`src/rtl/cmdq_exec.sv`:
```
module cmdq_exec #(
  parameter int AW  = 32,
  parameter int NEV = 32
) (
  input  logic           clk,
  input  logic           rst_n,
  input  logic           en,
  input  logic           susp,
  input  logic           wreset,
  input  logic           pc_ld,
  input  logic [AW-1:0]  pc_ld_val,
  input  logic           end_ld,
  input  logic [AW-1:0]  end_ld_val,
  output logic           mem_req,
  output logic [AW-1:0]  mem_addr,
  input  logic           mem_ack,
  input  logic [63:0]    mem_rdata,
  output logic           wr_en,
  output logic [7:0]     wr_subsys,
  output logic [15:0]    wr_offs,
  output logic [31:0]    wr_data,
  output logic [31:0]    wr_mask,
  input  logic [NEV-1:0] ev_in,
  output logic [NEV-1:0] ev_clr,
  output logic [AW-1:0]  pc,
  output logic           waiting,
  output logic           done,
  output logic           err
);
  localparam int EVW = (NEV > 1) ? $clog2(NEV) : 1;
  localparam logic [7:0] OP_MASK = 8'h02, OP_WR = 8'h04, OP_JMP = 8'h10,
                         OP_EV = 8'h20, OP_EOC = 8'h40;

  typedef enum logic [2:0] {S_RDY, S_FET, S_EXE, S_WT, S_ERR} st_t;

  st_t          st;
  logic [63:0]  ins;
  logic [AW-1:0] pc_q, end_q;
  logic [31:0]  mask_q;

  wire [7:0]     op     = ins[63:56];
  wire [31:0]    imm    = ins[31:0];
  wire [EVW-1:0] evid   = ins[32 +: EVW];
  wire           ev_hit = ev_in[evid];
  wire           run    = (st == S_EXE) && !susp;
  wire           legal  = (op == OP_MASK) || (op == OP_WR) || (op == OP_JMP) ||
                          (op == OP_EV) || (op == OP_EOC);
  wire [AW-1:0]  pc_seq = pc_q + AW'(8);
  wire           clr_go = ins[31] && ((run && op == OP_EV && !ins[15]) ||
                                      (st == S_WT && ev_hit));

  assign mem_req   = (st == S_FET);
  assign mem_addr  = pc_q;
  assign pc        = pc_q;
  assign waiting   = (st == S_WT);
  assign wr_en     = run && (op == OP_WR);
  assign wr_subsys = ins[55:48];
  assign wr_offs   = ins[47:32];
  assign wr_data   = imm;
  assign wr_mask   = mask_q;
  assign done      = run && (op == OP_EOC);
  assign err       = run && !legal;
  assign ev_clr    = clr_go ? (NEV'(1) << evid) : '0;

  always_ff @(posedge clk or negedge rst_n) begin
    if (!rst_n) begin
      st     <= S_RDY;
      ins    <= '0;
      pc_q   <= '0;
      end_q  <= '0;
      mask_q <= '1;
    end else begin
      if (end_ld) end_q <= end_ld_val;
      if (wreset) begin
        st     <= S_RDY;
        mask_q <= '1;
      end else begin
        unique case (st)
          S_RDY: begin
            if (pc_ld) pc_q <= pc_ld_val;
            else if (en && !susp && pc_q != end_q) st <= S_FET;
          end
          S_FET: begin
            if (mem_ack) begin
              ins <= mem_rdata;
              st  <= S_EXE;
            end
          end
          S_EXE: begin
            if (susp) begin
              if (pc_ld) begin
                pc_q <= pc_ld_val;
                st   <= S_RDY;
              end
            end else begin
              st <= S_RDY;
              case (op)
                OP_MASK: begin mask_q <= imm; pc_q <= pc_seq; end
                OP_WR, OP_EOC: pc_q <= pc_seq;
                OP_JMP: pc_q <= ins[32] ? AW'(imm) : pc_q + AW'(imm);
                OP_EV: begin
                  if (ins[15]) st <= S_WT;
                  else pc_q <= pc_seq;
                end
                default: st <= S_ERR;
              endcase
            end
          end
          S_WT: begin
            if (ev_hit) begin
              pc_q <= pc_seq;
              st   <= S_RDY;
            end
          end
          default: st <= S_ERR;
        endcase
      end
    end
  end


  fetch_hold_chk: assert property (@(posedge clk) disable iff (!rst_n)
    (mem_req && !mem_ack && !wreset) |=> (mem_req && $stable(mem_addr)));


  wait_quiet_chk: assert property (@(posedge clk) disable iff (!rst_n)
    waiting |-> (!mem_req && !wr_en && !done));


  err_stop_chk: assert property (@(posedge clk) disable iff (!rst_n)
    (err && !wreset) |=> (!mem_req && $stable(pc)));


  wreset_idle_chk: assert property (@(posedge clk) disable iff (!rst_n)
    wreset |=> (!waiting && wr_mask == 32'hFFFF_FFFF));


  end_stop_chk: assert property (@(posedge clk) disable iff (!rst_n)
    (pc == end_q && !mem_req && !pc_ld && !end_ld) |=> !mem_req);


  pulse_excl_chk: assert property (@(posedge clk) disable iff (!rst_n)
    $onehot0({done, err, wr_en}));
endmodule

```
`config.mk`:
```
export PLATFORM = sky130hd
export DESIGN_NAME = cmdq_exec
export DESIGN_NICKNAME = d
export VERILOG_FILES = /design/src/rtl/cmdq_exec.sv
export SDC_FILE = /design/constraint.sdc
export NUM_CORES = 1
export LEC_CHECK = 0
export BUFFER_PORTS_ARGS = -buffer_cell sky130_fd_sc_hd__buf_2
export CELL_PAD_IN_SITES_DETAIL_PLACEMENT = 1
export CELL_PAD_IN_SITES_GLOBAL_PLACEMENT = 1
export CORE_ASPECT_RATIO = 1.5
export CORE_MARGIN = 3
export CORE_UTILIZATION = 39
export CTS_BUF_LIST = sky130_fd_sc_hd__clkbuf_2
export DETAILED_ROUTE_END_ITERATION = 10
export PLACE_DENSITY_LB_ADDON = 0.1
export SLEW_MARGIN = 5
export SYNTH_ARGS = -nofsm -noshare
export SYNTH_HDL_FRONTEND = slang
export SYNTH_SLANG_ARGS = --single-unit
```
`constraint.sdc`:
```
create_clock -name clk -period 7.3 [get_ports clk]
set_clock_uncertainty 0.1 [all_clocks]
set_input_delay 1.825 -clock clk [delete_from_list [all_inputs] [get_ports clk]]
set_output_delay 1.825 -clock clk [all_outputs]
set_load 0.02 [all_outputs]
```
==> flow_metrics.py <==
metrics = {
    "clock_network": {
        "ctsHoldBuffers": 0,
        "clockRootBuffer": "clkbuf_2",
        "cts_resized": 0,
        "clk-insertion-delay-late_ns": 0.89,
        "cts_buffer_depth": 2,
        "post_cts_buffers": 0,
        "cts_made_buffers": 17,
        "tritoncts": "built",
        "cts_sinks": 163,
        "htree_levels": 4,
        "clk_pin_slew_ns": 0.26,
    },
    "min_path": {
        "min_from": "ins[53]",
        "hold_end": "ins[53]",
        "whs_path_depth": 1,
        "hp-class": "flop to flop",
    },
    "timing": {
        "relSlewSlack_pct": 22.96,
        "drv_slew": 0,
        "finalSetupTns_ns": 0,
        "final-setup-viol-count": 0,
        "hold_viol": 0,
        "grt_setup_unrepaired": "no",
        "fin_crit_ns": 6.058,
        "worst-slew-pin-transition_ns": 1.149,
        "fin_crit_sh_pct": 82.99,
        "timing.fmax_ghz": 0.1651,
    },
    "routing": {
        "vias": 10760,
        "wl_mm": 44.61,
        "ant_nets": 0,
        "drt-initial-drc-count": 467,
        "drc_errors": 0,
        "routed_via_density": 5.689,
        "wl_per_cell_um": 23.59,
        "first_pass_iters": 5,
    },
    "grt": {
        "grt_start_max_net_pins": 65,
        "grt_antenna_before_repair": 3,
        "grtUsageTotal_pct": 27.05,
        "grt_first_pass_wirelength_mm": 66.83,
        "gr-total-overflow": 0,
        "grt_pass1_vias": 11370,
    },
    "pwr": {
        "cellInternalPower_uw": 2650,
        "switching_share_pct": 53.75,
        "power_frac_comb_pct": 59.0,
        "power_frac_seq_pct": 31.8,
        "clkPwrFrac_pct": 9.1,
        "powerDensity_nw_per_um2": 426.5,
        "vdd_drop_max_v": 0.0001913,
        "p_leak_uw": 0.005988,
        "p_sw_uw": 3080,
    },
    "synthesis": {
        "yosysWarnings": 0,
        "synthCells": 1272,
        "synthArstFlopShare_pct": 100.0,
        "synth_cell_types": 78,
        "synth_fp_nets": 1473,
        "yosysSeqAreaShare_pct": 34.77,
        "ys.flop_type": "dfrtp_1",
        "avgSynthCellArea_um2": 9.313,
        "synth_area_um2": 11850,
        "synth_edf_count": 0,
        "ys_ff_latch": 163,
    },
    "setup_path": {
        "r2r-start": "ins[56]",
        "critical_path_class": "primary input to primary output",
        "cp.required_ns": 5.38,
        "crit_path_start_kind": "primary input",
        "end_kind": "primary output",
        "r2r_end": "mem_addr[19]",
        "reg2regPathDepth": 8,
        "cp_max_fo": 8,
        "arrival_ns": 4.13,
        "rrSetupSlack_ns": 3.44,
    },
    "floorplanning": {
        "die-area_um2": 32550,
        "ioPinCount": 357,
        "die_y_um": 219.5,
        "initial_core_util_pct": 39.92,
        "fp.coreArea_um2": 29670,
        "fp.dieW_um": 148.3,
        "num_rows": 77,
    },
    "final_layout": {
        "drive_gt1_share_pct": 37.15,
        "nets": 1682,
        "layout.cells.non_filler": 1891,
        "syn2layout_area_growth_pct": 13.43,
        "nFillCells": 3565,
        "utilization_pct": 45.29,
    },
    "place": {
        "io_buffers": 356,
        "dp_hpwl_mm": 34.52,
        "dp.cells": 1857,
        "place_congestion": 0.8917,
    },
    "outcome": {
        "status": "complete, no violations",
    },
    "run": {
        "drv_cap": 0,
    },
}
cells in the final DEF (no fill, tap or decap), types with 14 or more instances in the layout:
| master | n |
|---|---|
| buf_2 | 355 |
| dfrtp_1 | 130 |
| mux2_2 | 99 |
| nor2_1 | 80 |
| nand2_1 | 72 |
| a21oi_1 | 69 |
| o21ai_0 | 64 |
| xor2_1 | 48 |
| nor2b_1 | 41 |
| nor3_1 | 35 |
| a211o_1 | 34 |
| ha_1 | 32 |
| dfstp_2 | 32 |
| mux2i_1 | 31 |
| nand3_1 | 30 |
| xnor2_1 | 28 |
| a21o_1 | 19 |
| clkbuf_2 | 18 |
| and3_1 | 16 |
| nand4_1 | 16 |
| nor4_1 | 16 |
| inv_1 | 15 |
| a211oi_1 | 14 |
worst max-delay path by stage:
stage                     startpoint    endpoint  slack (ns)  cells after the start
after CTS                      st[0]   ev_clr[0]        1.10                      9
after floorplan            ev_in[13]   ev_clr[0]        1.63                      8
after detailed placement    ev_in[6]  ev_clr[10]        1.24                      8
after global placement     ev_in[21]  ev_clr[10]        1.32                      8
after global routing         ins[33]   ev_clr[0]        0.91                      8
final                       ev_in[6]  ev_clr[18]        1.24                      9
registers in the layout, indices dropped and copies added (netlist names):
| name | flops |
|---|---|
| st | 3 |
| ins | 64 |
| mem_addr | 32 |
| wr_mask | 32 |
| end_q | 32 |
metrics by stage:
step | hold slack (ns) | setup slack (ns) | instance area [um^2] | total power [uW]
3_5_place_dp | 0.3910 | 1.245 | 13200 | 5243
6_report | 0.4387 | 1.242 | 13440 | 5731
4_1_cts | 0.4446 | 1.103 | 13430 | 5792
2_1_floorplan | 0.3817 | 1.630 | 11850 | 4321
5_1_grt | 0.4650 | 0.9124 | 13440 | 6159
3_3_place_gp | 0.3854 | 1.316 | 13200 | 5175
critical path, cell delays in order:
cell and delay [ns]:
buf_2 0.10, mux4_2 0.47, mux4_2 0.45, or2_1 0.26
and3_1 0.20, nor2_1 0.21, or3_1 0.33, nor3_1 0.09
buf_2 0.20
Yosys cell counts, drive strengths merged, types with 8 or more instances:
cell type / number / area share, %
o21ai: 68 / 2.9
a31oi: 8 / 0.42
nor2b: 41 / 2.2
nor2: 82 / 2.7
nand3: 30 / 1.3
dfstp: 32 / 7.1
nor4: 16 / 0.84
o211ai: 12 / 0.76
inv: 15 / 0.48
clkbuf: 65 / 2.1
a211o: 34 / 2.5
xor2: 48 / 3.5
and3: 17 / 0.90
mux2: 99 / 9.4
a21oi: 70 / 3.0
nor3: 37 / 1.6
a211oi: 14 / 0.89
mux2i: 31 / 2.6
a21o: 19 / 1.2
ha: 32 / 3.4
nand2b: 9 / 0.48
o221ai: 9 / 0.67
xnor2: 28 / 2.1
buf: 114 / 6.7
o31ai: 9 / 0.57
nand4: 16 / 0.84
a221oi: 8 / 0.64
nand2: 72 / 2.3
mux4: 9 / 1.7
o22ai: 13 / 0.69
dfrtp: 131 / 28
metal layers:
metal / wire (um) / track usage (%) / vias up
li1: - / - / 4971
met1: 16420 / 28.75 / 5361
met2: 24200 / 51.20 / 339
met3: 2240 / 5.472 / 85
met4: 1732 / 11.93 / 2
met5: 13 / 0 / -
power groups by stage:
stage / Clock [uW] / Sequential [uW] / Combinational, uW
detailed placement: 0 / 1860 / 3380
finish: 522 / 1820 / 3380
floorplan: 0 / 1570 / 2750
global placement: 0 / 1850 / 3330
global route: 582 / 1890 / 3690
CTS: 550 / 1840 / 3400
kinds of logic (layout without fill, tap and decap cells):
logic type	Yosys count	count (layout)	synth area share (%)
AND/OR/NAND/NOR	356	356	15.47
XOR/XNOR	76	76	5.619
flip-flops	163	163	34.77
AO/OA/AOI/OAI	311	311	17.62
buffers and inverters	194	416	9.231
multiplexers	139	139	13.74
other	0	2	0
adder cells (fa/ha/maj)	33	33	3.549
area by class of cell:
type                    count  area, um^2  share of cell area (%)
repair buffers            369        1886                   14.03
inverters                  15       56.30                  0.4190
clock buffers              18       90.09                  0.6704
well taps                 395       494.2                   3.678
flip-flops and latches    163        4120                   30.66
multi-input cells         915        6640                   49.41
clock inverters            14       146.4                   1.089
diodes                      2       5.005                 0.03724
Power figures use the tool's default switching activity.
